## src/rtl/keyscan_pkg.sv

```systemverilog
// keyscan_pkg: shared types for the key matrix scanner.
// Assumes: nothing beyond IEEE 1800-2017.
package keyscan_pkg;
    typedef enum logic {
        ST_IDLE = 1'b0,   // all drive lines high, waiting for any return
        ST_SCAN = 1'b1    // walking the drive lines one at a time
    } scan_state_t;
endpackage

```

## src/rtl/ks_line_seq.sv

```systemverilog
// ks_line_seq: steps through the drive lines while run is high.
// Each line is held for SETTLE cycles. sample pulses in the last cycle of
// each hold, and last_sample marks that pulse for the final line.
// Assumes: SETTLE >= 4, so the synchronised returns settle inside a hold.
module ks_line_seq #(
    parameter int N_LINES = 6,
    parameter int SETTLE  = 4,
    localparam int LW = (N_LINES > 1) ? $clog2(N_LINES) : 1,
    localparam int CW = $clog2(SETTLE + 1)
) (
    input  logic          clk,
    input  logic          rst_n,
    input  logic          run,
    output logic [LW-1:0] line,
    output logic          sample,
    output logic          last_sample
);
    logic [CW-1:0] hold_cnt;
    logic          hold_end;
    logic          line_end;

    assign hold_end    = (hold_cnt == CW'(SETTLE - 1));
    assign line_end    = (line == LW'(N_LINES - 1));
    assign sample      = run && hold_end;
    assign last_sample = sample && line_end;

    // Advance the hold counter and the line index; restart whenever run drops.
    always_ff @(posedge clk) begin
        if (!rst_n || !run) begin
            hold_cnt <= '0;
            line     <= '0;
        end else if (hold_end) begin
            hold_cnt <= '0;
            line     <= line_end ? '0 : line + 1'b1;
        end else begin
            hold_cnt <= hold_cnt + 1'b1;
        end
    end


    line_step_chk: assert property (@(posedge clk) disable iff (!rst_n)
        (sample && !last_sample && run) |=> (!run || line == LW'($past(line) + 1'b1)));


    line_range_chk: assert property (@(posedge clk) disable iff (!rst_n)
        line < LW'(N_LINES));
endmodule

```

## src/rtl/ks_capture.sv

```systemverilog
// ks_capture: assembles one full scan image from per-line samples.
// done pulses for one cycle, and vec is valid in that same cycle.
// Assumes: line and sample come from ks_line_seq.
module ks_capture #(
    parameter int N_LINES = 6,
    parameter int N_RET   = 5,
    localparam int NK = N_LINES * N_RET,
    localparam int LW = (N_LINES > 1) ? $clog2(N_LINES) : 1
) (
    input  logic             clk,
    input  logic             rst_n,
    input  logic             clear,
    input  logic             sample,
    input  logic             last_sample,
    input  logic [LW-1:0]    line,
    input  logic [N_RET-1:0] ret,
    output logic [NK-1:0]    vec,
    output logic             done
);
    logic [NK-1:0] img_q;

    for (genvar g = 0; g < N_LINES; g++) begin : g_slice
        // Store the returns of drive line g into bits g*N_RET and up.
        always_ff @(posedge clk) begin
            if (!rst_n || clear) begin
                img_q[g*N_RET +: N_RET] <= '0;
            end else if (sample && line == LW'(g)) begin
                img_q[g*N_RET +: N_RET] <= ret;
            end
        end
    end

    // Flag a completed image one cycle after the last line is sampled.
    always_ff @(posedge clk) begin
        if (!rst_n || clear) begin
            done <= 1'b0;
        end else begin
            done <= last_sample;
        end
    end

    assign vec = img_q;
endmodule

```

## src/rtl/ks_debounce.sv

```systemverilog
// ks_debounce: publishes a key image after two identical consecutive scans
// and holds a ready flag until the host acknowledges it. An all-zero scan
// clears the published image.
// Assumes: scan_done is a one-cycle pulse, and scan_vec is valid with it.
module ks_debounce #(
    parameter int NK = 30
) (
    input  logic          clk,
    input  logic          rst_n,
    input  logic          clear,
    input  logic          scan_done,
    input  logic [NK-1:0] scan_vec,
    input  logic          ack,
    output logic [NK-1:0] key_vec,
    output logic          key_ready
);
    logic [NK-1:0] prev_q;
    logic          prev_ok;
    logic          any_key;
    logic          match;

    assign any_key = |scan_vec;
    assign match   = prev_ok && (scan_vec == prev_q);

    // Compare with the previous scan, publish on a match, and clear on release.
    always_ff @(posedge clk) begin
        if (!rst_n || clear) begin
            prev_q    <= '0;
            prev_ok   <= 1'b0;
            key_vec   <= '0;
            key_ready <= 1'b0;
        end else if (scan_done) begin
            if (!any_key) begin
                prev_ok   <= 1'b0;
                key_vec   <= '0;
                key_ready <= 1'b0;
            end else begin
                prev_q  <= scan_vec;
                prev_ok <= 1'b1;
                if (match && scan_vec != key_vec) begin
                    key_vec   <= scan_vec;
                    key_ready <= 1'b1;
                end else if (ack) begin
                    key_ready <= 1'b0;
                end
            end
        end else if (ack) begin
            key_ready <= 1'b0;
        end
    end


    ready_rise_chk: assert property (@(posedge clk) disable iff (!rst_n)
        $rose(key_ready) |-> $past(scan_done));


    ready_hold_chk: assert property (@(posedge clk) disable iff (!rst_n)
        (key_ready && !ack && !clear && !scan_done) |=> key_ready);


    ack_clear_chk: assert property (@(posedge clk) disable iff (!rst_n)
        (key_ready && ack && !clear && !scan_done) |=> !key_ready);


    blank_clear_chk: assert property (@(posedge clk) disable iff (!rst_n)
        clear |=> (key_vec == '0 && !key_ready));
endmodule

```

## src/rtl/keyscan_top.sv

```systemverilog
// keyscan_top: key matrix scanner. While idle it drives all lines high;
// a return seen high starts line-by-line scans, which continue until one
// scan reads no key. blank clears everything and stops all driving.
// Assumes: ret_in may be asynchronous and is synchronised here (2 flops).
module keyscan_top #(
    parameter int N_LINES = 6,
    parameter int N_RET   = 5,
    parameter int SETTLE  = 4,
    localparam int NK = N_LINES * N_RET,
    localparam int LW = (N_LINES > 1) ? $clog2(N_LINES) : 1
) (
    input  logic               clk,
    input  logic               rst_n,
    input  logic               blank,
    input  logic [N_RET-1:0]   ret_in,
    input  logic               ack,
    output logic [N_LINES-1:0] drv_out,
    output logic [NK-1:0]      key_vec,
    output logic               key_ready
);
    import keyscan_pkg::*;

    scan_state_t      state;
    logic [N_RET-1:0] ret_m, ret_s;
    logic             run;
    logic [LW-1:0]    line;
    logic             sample, last_sample;
    logic [NK-1:0]    scan_vec;
    logic             scan_done;

    // Bring the return lines into the clock domain.
    always_ff @(posedge clk) begin
        if (!rst_n) begin
            ret_m <= '0;
            ret_s <= '0;
        end else begin
            ret_m <= ret_in;
            ret_s <= ret_m;
        end
    end

    // Idle/scan control: start on any return, stop after an empty scan.
    always_ff @(posedge clk) begin
        if (!rst_n || blank) begin
            state <= ST_IDLE;
        end else begin
            case (state)
                ST_IDLE: if (|ret_s) state <= ST_SCAN;
                ST_SCAN: if (scan_done && scan_vec == '0) state <= ST_IDLE;
                default: state <= ST_IDLE;
            endcase
        end
    end

    assign run = (state == ST_SCAN) && !blank;

    // Choose the drive pattern: off when blanked, all lines when idle, one line when scanning.
    always_comb begin
        if (blank)                 drv_out = '0;
        else if (state == ST_IDLE) drv_out = '1;
        else                       drv_out = N_LINES'(1) << line;
    end

    ks_line_seq #(.N_LINES(N_LINES), .SETTLE(SETTLE)) u_seq (
        .clk(clk), .rst_n(rst_n), .run(run),
        .line(line), .sample(sample), .last_sample(last_sample)
    );

    ks_capture #(.N_LINES(N_LINES), .N_RET(N_RET)) u_cap (
        .clk(clk), .rst_n(rst_n), .clear(blank),
        .sample(sample), .last_sample(last_sample), .line(line),
        .ret(ret_s), .vec(scan_vec), .done(scan_done)
    );

    ks_debounce #(.NK(NK)) u_deb (
        .clk(clk), .rst_n(rst_n), .clear(blank),
        .scan_done(scan_done), .scan_vec(scan_vec), .ack(ack),
        .key_vec(key_vec), .key_ready(key_ready)
    );


    scan_onehot_chk: assert property (@(posedge clk) disable iff (!rst_n)
        (state == ST_SCAN && !blank) |-> $onehot(drv_out));


    idle_stay_chk: assert property (@(posedge clk) disable iff (!rst_n)
        (state == ST_IDLE && !blank && ret_s == '0) |=> (blank || drv_out == '1));


    release_idle_chk: assert property (@(posedge clk) disable iff (!rst_n)
        (scan_done && scan_vec == '0 && !blank) |=> (state == ST_IDLE && key_vec == '0));


    blank_stop_chk: assert property (@(posedge clk) disable iff (!rst_n)
        blank |=> (state == ST_IDLE && !scan_done));
endmodule

```

## config.mk

```make
export PLATFORM = sky130hd
export DESIGN_NAME = keyscan_top
export DESIGN_NICKNAME = d
export VERILOG_FILES = /design/src/rtl/keyscan_pkg.sv /design/src/rtl/ks_line_seq.sv /design/src/rtl/ks_capture.sv /design/src/rtl/ks_debounce.sv /design/src/rtl/keyscan_top.sv
export SDC_FILE = /design/constraint.sdc
export NUM_CORES = 1
export LEC_CHECK = 0
export ABC_AREA = 1
export ABC_CLOCK_PERIOD_IN_PS = 1900
export BUFFER_PORTS_ARGS = -buffer_cell sky130_fd_sc_hd__clkbuf_2
export CORE_MARGIN = 5
export CORE_UTILIZATION = 55
export CTS_BUF_LIST = sky130_fd_sc_hd__clkbuf_4 sky130_fd_sc_hd__clkbuf_8 sky130_fd_sc_hd__clkbuf_16
export DETAILED_ROUTE_END_ITERATION = 12
export PLACE_DENSITY = 0.75
export SLEW_MARGIN = 10
export SYNTH_ARGS = -nofsm -noshare
export SYNTH_HDL_FRONTEND = slang
export SYNTH_SLANG_ARGS = --single-unit
```

## constraint.sdc

```tcl
create_clock -name clk -period 1.9 [get_ports clk]
set_input_delay 0.285 -clock clk [delete_from_list [all_inputs] [get_ports clk]]
set_output_delay 0.285 -clock clk [all_outputs]
set_load 0.005 [all_outputs]
```

[Word-level counts from Yosys, hierarchy flattened]
Index checks and enable logic that the tools add are counted.
W data, S select, Z words.
Storage, ports and cells
  bits of input ports: 9
  memories: 0
  latch bits: 0
  memory bits (read-only): 0
  logic and storage cells: 65
  output and inout port bits: 37
  register bits after elaboration: 110
  RAM bits: 0
Cells by class
  shifts and indexed selects: 1
  reductions and logical operators: 23
  mux-type cells: 13
  bitwise logic cells: 1
  multiply operators: 0
  equality and inequality tests: 9
  $lt $le $gt $ge: 0
  divide/modulo/power cells: 0
  add/subtract/negate cells: 2
Operators by type and width (number)
  $mux W30: 2
  $eq A30 B30 Y1: 1
  $logic_not A30 Y1: 1
  $ne A30 B30 Y1: 1
  $reduce_or A30 Y1: 1
  $mux W6: 2
  $logic_and A1 B1 Y1: 11
  $eq A3 B2 Y1 const B: 3
  $mux W1: 7
  $add A3 B1 Y3 const B: 2
  $eq A3 B3 Y1 const B: 2
  $shl A1 B3 Y6 const A: 1
  $reduce_or A5 Y1: 1
  $reduce_and A2 Y1: 2
  $eq A3 B1 Y1 const B: 1
  $logic_not A1 Y1: 3
  $logic_not A3 Y1: 1
  $mux W3: 1
  $logic_or A1 B1 Y1: 2
  $ne A2 B2 Y1 const B: 1
  $pmux W1 S2: 1
  $reduce_or A2 Y1: 1
  $not A1 Y1: 1

[Longest topological paths before layout]
Gate-level depths: netlist of the first run.
  word-level depth: 6
  mapped depth: 13
  mapped depth without buffers: 11

[By module]
A second synthesis of the first run with hierarchy kept.
Unflattened totals
  cell total of the unflattened synthesis: 848
  area total of the unflattened synthesis: 5417.7 sq um
By module, submodules not included
  ks_debounce: sequential area each 1241.2 sq um, cells each 539, instances 1, area an instance 3347.0 sq um
  ks_capture: sequential area each 620.6 sq um, cells each 186, instances 1, area an instance 1267.5 sq um
  keyscan_top: sequential area each 220.2 sq um, cells each 88, instances 1, area an instance 545.5 sq um
  ks_line_seq: sequential area each 120.1 sq um, cells each 35, instances 1, area an instance 257.7 sq um

[Worst setup path after synthesis of the first run]
Ideal clock, no wire load.
  path type: register to register
  start point: register u_seq.hold_cnt[0]
  end point: register u_cap.img_q[25], in the netlist u_cap.vec[25]
  arrival: 1549 ps
  period minus slack after synthesis: 1669 ps
  data required time: 1780 ps
  path buffers: 0
  cell stages (with the launch flop): 10
  library setup time: 120 ps
  slack: 231 ps
  cell sequence: dfxtp_1 > ha_1 > ha_1 > inv_1 > nor3_1 > inv_1 > nor2_1 > inv_1 > o21ai_0 > a21oi_1
On the way
  word-level cells in the longest chain between the ends: 3
Ends and longest elaborated chain
  start: declaration: RTL line ks_line_seq.sv:18  | logic [CW-1:0] hold_cnt;
  start signal: assignment: RTL line ks_line_seq.sv:36  | hold_cnt <= hold_cnt + 1'b1;
  $eq A3 B2 Y1: RTL line ks_line_seq.sv:22  | assign hold_end = (hold_cnt == CW'(SETTLE - 1));
  $logic_and A1 B1 Y1: RTL line ks_line_seq.sv:24  | assign sample = run && hold_end;
  $logic_and A1 B1 Y1: RTL line ks_capture.sv:27  | end else if (sample && line == LW'(g)) begin
  end signal: indexed assignment: RTL line ks_capture.sv:28  | img_q[g*N_RET +: N_RET] <= ret;
  end: declaration: RTL line ks_capture.sv:20  | logic [NK-1:0] img_q;
No other way between the ends.
A chain may end at the register's enable or synchronous reset.

[Worst setup path in the final report of the first run]
  start point: register u_cap.img_q[4], in the netlist u_cap.vec[4]
  end point: register u_deb.key_vec[15]
On the way
  word-level cells in the longest chain between the ends: 5
  elaborated cells on any way between the ends: 8
  those cells by class: eq/ne: 3; mux: 1; reduce/logical: 4
Ends and longest elaborated chain
  $eq A30 B30 Y1: RTL line ks_debounce.sv:23  | assign match = prev_ok && (scan_vec == prev_q);
  $logic_and A1 B1 Y1: RTL line ks_debounce.sv:23
  $logic_and A1 B1 Y1: RTL line ks_debounce.sv:40  | if (match && scan_vec != key_vec) begin
  $ne A2 B2 Y1 (no line)
  $reduce_and A2 Y1 (no line)
  end signal: assignment: RTL line ks_debounce.sv:41  | key_vec <= scan_vec;
  end: declaration: RTL line ks_debounce.sv:14  | output logic [NK-1:0] key_vec,
Several ways; a longest one is shown, not always the timed one.

==> flow_summary.ini, run 1 <==
[run_status]
status = complete, no violations

[cts]
post-cts-setup-buffer-count = 0
clockRootBuffer = clkbuf_8
clk_latency_ns = 0.37
clock_sinks = 110
cts_buffers = 9
cts_tree = done
ctsHoldBuffers = 0
cts-htree-levels = 3
clk_path_buf_depth = 2
ctsResizeCount = 0
clkSlewWorstSetupHoldPaths_ns = 0.09

[detailed_routing]
vias_per_cell = 5.40
drtIter0Drc = 264
antenna_left = 0
drc = 0
drt-wirelength-per-cell_microns = 14.7
first_pass_iters = 5
wl_mm = 13.0
via_count = 4794

[worst_hold_path]
hold_path_end = ret_m[3]
min_from = ret_in[3]
hold_class = in2reg
hold_depth = 3

[floorplan]
coreArea_sq_um = 9150
die_x_microns = 106
dieArea_sq_um = 11300
rows = 35
initial_core_util_pct = 55.7
die_y_microns = 106
io_pins = 46

[final_layout]
register_area_sq_um = 2220
fin_nets = 784
syn_to_final_growth_pct = 13.5
antenna_cells = 0
multiInputGateArea_sq_um = 2420
drive_gt1_share_pct = 19.5
num-fill-cells = 795
fin_util_pct = 63.2

[grt]
grt_pass1_wl_mm = 21.3
track_usage_pct = 23.4
gr-total-overflow = 0
antenna_found_initial = 0
grt_max_degree = 48
grt_pass1_vias = 4503

[critical_path]
r2r_end = u_deb.key_vec[15]
rr_worst_depth = 12
reg2reg_slack_ns = 0.08
timing.rr.start = u_cap.vec[4]
crit_path_end_kind = flip-flop
cp_max_fo = 5
crit_path_start_kind = flip-flop
arrival_ns = 2.12
timing_worst_setup_path_type = reg2reg
timing.critical_path.required_ns = 2.20

[synth]
synthAdderAreaFrac_pct = 0.737
ys_types = 27
synth_simple_gate_area_share_pct = 26.2
syn_area_per_cell_sq_um = 7.11
synth-seq-cells = 110
synthTopCellsByArea = dfxtp_1 (43%), nand2_1 (11%), a21oi_1 (7.1%)
synth_seq_area_share_pct = 43.2
synth_nets = 729
synth_top_family_by_area = simple AND/OR/NAND/NOR gates
synth_cells = 717
synthMuxAreaShare_pct = 0
synth_top_area_share_pct = 43.2
synth_area_sq_um = 5090
yosysTopAreaCell = dfxtp_1
synth_compound_area_share_pct = 15.0
yosys_warnings = 0
synthXorXnorAreaFrac_pct = 5.33

[timing]
worstMarginPinSlew_ns = 0.431
report.final.slew_viol_count = 0
period_minus_slack_ns = 1.82
setup_viol_count_final = 0
finalClockSkew_ns = 0.0137
relSlewSlack_pct = 71.3
min_period_over_period_pct = 95.7
hold_viol = 0
tns_ns = 0
fmax_ghz = 0.550
setup_slack_ns = 0.0815

[placed_design]
pre_cts_ws_ns = 0.0587
place_congestion = 0.909
port_buffers = 45
place_hpwl_mm = 9.25

[power_and_ir_drop]
power.density_nw_per_um2 = 663
leakagePower_uw = 0.00238
peakVddDrop_uv = 462

[job]
max-cap-violations = 0
==> cell type report <==
type                    instances  area share [%]
repair buffers                 73            8.05
clock inverters                 4           0.822
flip-flops and latches        110            38.4
well taps                     111            2.40
clock buffers                  11            2.51
multi-input cells             486            41.9
inverters                      92            5.97
==> registers in the layout, summed over array words and instances (netlist names) <==
signal and flops:
u_cap.done 1, u_seq.hold_cnt 3, u_seq.line 3, ret_s 5
u_deb.prev_ok 1, state 1, ret_m 5, u_deb.key_vec 30
u_cap.vec 30, u_deb.prev_q 30, u_deb.key_ready 1
==> worst max-delay path: stages (launching register included) <==
cell,delay [ns]
dfxtp_1,0.41
inv_2,0.08
nand2_1,0.06
nand2_1,0.04
nor2_1,0.10
nand2_1,0.08
nor2_1,0.13
nand2_1,0.10
nor2_4,0.17
and2_4,0.19
buf_2,0.19
nand2_2,0.07
a21oi_2,0.12
==> metal layers <==
| metal | GRT usage (%) | up-vias | share of wire, % |
|---|---|---|---|
| met5 | 0 | - | 0 |
| met4 | 9.53 | 0 | 2.5 |
| met3 | 3.28 | 30 | 5.2 |
| met2 | 38.8 | 164 | 48 |
| met1 | 30.6 | 2208 | 45 |
| li1 | - | 2392 | - |
==> kinds of logic (layout without fill, tap and decap cells) <==
group                    Yosys count  in the layout
AND/OR/NAND/NOR                  315            315
AO/OA/AOI/OAI                    137            137
flip-flops                       110            110
adder cells (fa/ha/maj)            3              3
XOR/XNOR                          31             31
buffers and inverters            121            180
==> through the flow <==
step | area (sq um) | hold WS [ns] | power, uW | std cells
after detailed placement | 5550 | 0.395 | 2480 | 871
after global routing | 5780 | 0.110 | 3970 | 887
after global placement | 5550 | 0.399 | 2480 | 871
after CTS | 5740 | 0.0906 | 3840 | 886
final | 5780 | 0.0990 | 3840 | 887
after floorplan | 5090 | 0.383 | 2440 | 717
==> worst max path at each step <==
stage,cells past startpoint,slack (ns),to,startpoint
CTS,12,0.04,u_deb.key_vec[21],u_cap.vec[23]
floorplan,9,0.23,u_cap.vec[25],u_seq.hold_cnt[0]
global placement,12,0.08,u_deb.key_vec[19],u_cap.vec[11]
finish,12,0.08,u_deb.key_vec[15],u_cap.vec[4]
detailed placement,12,0.06,u_deb.key_vec[21],u_cap.vec[11]
global route,9,-0.02,u_cap.vec[20],u_seq.hold_cnt[0]
==> where the power goes <==
part | switching (uW) | internal, uW
combinational | 69.1 | 31.2
clock | 759 | 650
sequential | 12.8 | 2310
total | 840 | 2990
==> cell usage in the layout, fill, tap and decap left out, types with 2 or more instances in the layout <==
cell type    n
xnor2_1     25
xor2_1       6
buf_4       23
nor2_1      81
inv_1       66
nor3_1       4
nand4_1     21
clkbuf_8    10
a21oi_2     10
o21ai_0     35
clkinv_2     2
ha_1         3
a21oi_1     72
dfxtp_1     99
o21ai_1      3
dfxtp_2     10
nor2_4       2
buf_6        2
o21a_1      15
clkbuf_2    45
nand2_1    156
nand3_1     36
inv_2       26
nand2_2     10
buf_12       2
==> synth_stat cells (all sizes together) <==
library cell  number
inv               92
nor4               1
nor3               5
a21oi             82
clkbuf            19
o211ai             1
xor2               6
nand4             21
xnor2             25
o21ai             38
and2               1
dfxtp            110
buf               10
a31oi              1
nand2            166
nor2              84
o21a              15
nand3             37
ha                 3
(Power assumes the default switching activity.)
==> run 2, diff against run 1 <==
--- a/config.mk
+++ b/config.mk
@@ -12,6 +12,7 @@
 export CORE_UTILIZATION = 55
 export CTS_BUF_LIST = sky130_fd_sc_hd__clkbuf_4 sky130_fd_sc_hd__clkbuf_8 sky130_fd_sc_hd__clkbuf_16
 export DETAILED_ROUTE_END_ITERATION = 12
+export HOLD_SLACK_MARGIN = 0.12
 export PLACE_DENSITY = 0.75
 export SLEW_MARGIN = 10
 export SYNTH_ARGS = -nofsm -noshare
==> run 2 against run 1 <==
Effect of this change:
- sequential cell count unchanged
- clock-buffer cell count unchanged
- clock power about the same
- largest cell class unchanged
==> flow_summary.ini, run 2 (synthesis gave the netlist of run 1 again) <==
[timing]
setup_viol_count_final = 0
worstMarginPinSlew_ns = 0.432
hold_viol = 0
fmax_ghz = 0.553
setup_slack_ns = 0.0925
tns_ns = 0
whs_ns = 0.163
min_period_over_period_pct = 95.1
report.final.slew_viol_count = 0
period_minus_slack_ns = 1.81
relSlewSlack_pct = 71.2
finalClockSkew_ns = 0.0139

[floorplan]
die_x_microns = 106
die_y_microns = 106
rows = 35
coreArea_sq_um = 9150
io_pins = 46
dieArea_sq_um = 11300
initial_core_util_pct = 55.7

[critical_path]
crit_path_start_kind = flip-flop
arrival_ns = 2.11
crit_family = simple AND/OR/NAND/NOR gates
cpMostUsedCell = nand2_1
cp_cell_sequence = inv_2, nand2_1, nand2_1, nor2_1, nand2_1, nor2_1, nand2_1, nor2_4, and2_4, buf_2, nand2_2, a21oi_2
cp_max_fo = 5
slowest_delay_ns = 0.44
crit_buf_inv = 2
timing.critical_path.required_ns = 2.20
timing_worst_setup_path_type = reg2reg
crit_path_end_kind = flip-flop
crit_slowest_cell = dfxtp_1

[cts]
cts_tree = done
clk_latency_ns = 0.37
cts-htree-levels = 3
clock_sinks = 110
clockRootBuffer = clkbuf_8
cts_buffers = 9
clk_path_buf_depth = 2
clkSlewWorstSetupHoldPaths_ns = 0.10

[final_layout]
syn_to_final_growth_pct = 14.5
fin_nets = 789
fin_area_sq_um = 5830
drive_gt1_share_pct = 19.3
num-fill-cells = 784
multiInputGateArea_sq_um = 2420
layout_common_cells = nand2_1 (156), dfxtp_1 (99), nor2_1 (81), a21oi_1 (72), inv_1 (66)
final_common_cell = nand2_1
antenna_cells = 0
register_area_sq_um = 2220

[placed_design]
pre_cts_ws_ns = 0.0587
place_congestion = 0.909
port_buffers = 45
place_hpwl_mm = 9.25
dpl_cell_area_sq_um = 5550

[power_and_ir_drop]
leakagePower_uw = 0.00241
peakVddDrop_uv = 459
p_seq_share_pct = 60.6
p_int_uw = 3000
switching_share_pct = 21.9
pwr-share-clk_pct = 36.6
combPwrFrac_pct = 2.8
power.density_nw_per_um2 = 659
p_switching_uw = 840

[grt]
gr-total-overflow = 0
grt_pass1_vias = 4531
grt_max_degree = 48
track_usage_pct = 23.5
grt_pass1_wl_mm = 21.4
antenna_found_initial = 0

[detailed_routing]
first_pass_iters = 5
antenna_left = 0
vias_per_cell = 5.43
via_count = 4848
wl_mm = 13.0
drc = 0
drt-wirelength-per-cell_microns = 14.6
drtIter0Drc = 290

[worst_hold_path]
hold_class = in2reg

[run_status]
status = complete, no violations

[job]
max-cap-violations = 0
==> run 2: cell types whose count changed in the layout (fill, tap and decap cells not counted), sizes merged <==
| cell | before | now |
|---|---|---|
| dlygate4sd3 | 0 | 5 |
==> run 2: path summary, 6_finish.rpt <==
kind / to / from / slack [ns] / cells past startpoint
setup / recovery: u_deb.key_vec[15] / u_cap.vec[8] / 0.09 / 12
hold / removal: u_deb.key_ready / ack / 0.16 / 4
setup reg to reg: u_deb.key_vec[15] / u_cap.vec[8] / 0.09 / 12
hold reg to reg: ret_s[0] / ret_m[0] / 0.42 / 2
==> run 2: repair_timing <==
| action | CTS | global route |
|---|---|---|
| resized for setup | 0 | 17 |
| buffers inserted | 0 | 0 |
| endpoints found under the setup margin | 0 | 54 |
| hold endpoints to repair | 5 | 0 |
| hold buffers | 5 | 0 |
==> run 2: through the flow <==
step | total power [uW] | instances | util (%)
after global routing | 3980 | 892 | 63.7
after CTS | 3850 | 891 | 63.3
after floorplan | 2440 | 717 | -
final | 3840 | 892 | 63.7
after detailed placement | 2480 | 871 | 60.6
after global placement | 2480 | 871 | 60.6
==> run 2: cell type report <==
cell class                      instances  area share [%]
Clock buffer                           11            2.49
Clock inverter                          4           0.815
Inverter                               92            5.92
Multi-Input combinational cell        486            41.5
Sequential cell                       110            38.0
Tap cell                              111            2.38
Timing Repair Buffer                   78            8.84
==> run 2: metal layers <==
metal / track usage, % / vias to the layer above / wire length [microns]
met5: 0 / - / 0
met4: 9.53 / 0 / 330
met3: 3.28 / 32 / 748
met2: 39.2 / 183 / 6240
met1: 30.7 / 2231 / 5720
li1: - / 2402 / -
==> run 2: worst min-delay path, delay by kind of cell <==
family | cells | cell delay [ns]
AOI/OAI and AO/OA | 1 | 0.05
and+or+nand+nor | 1 | 0.04
buffers and inverters | 2 | 0.11
==> run 2: power groups by stage <==
stage	combinational, uW	clock (uW)	sequential (uW)
after global placement	97.4	0	2380
after floorplan	63.7	0	2380
after detailed placement	99.6	0	2380
after CTS	108	1420	2330
after global routing	122	1530	2330
final	109	1410	2330
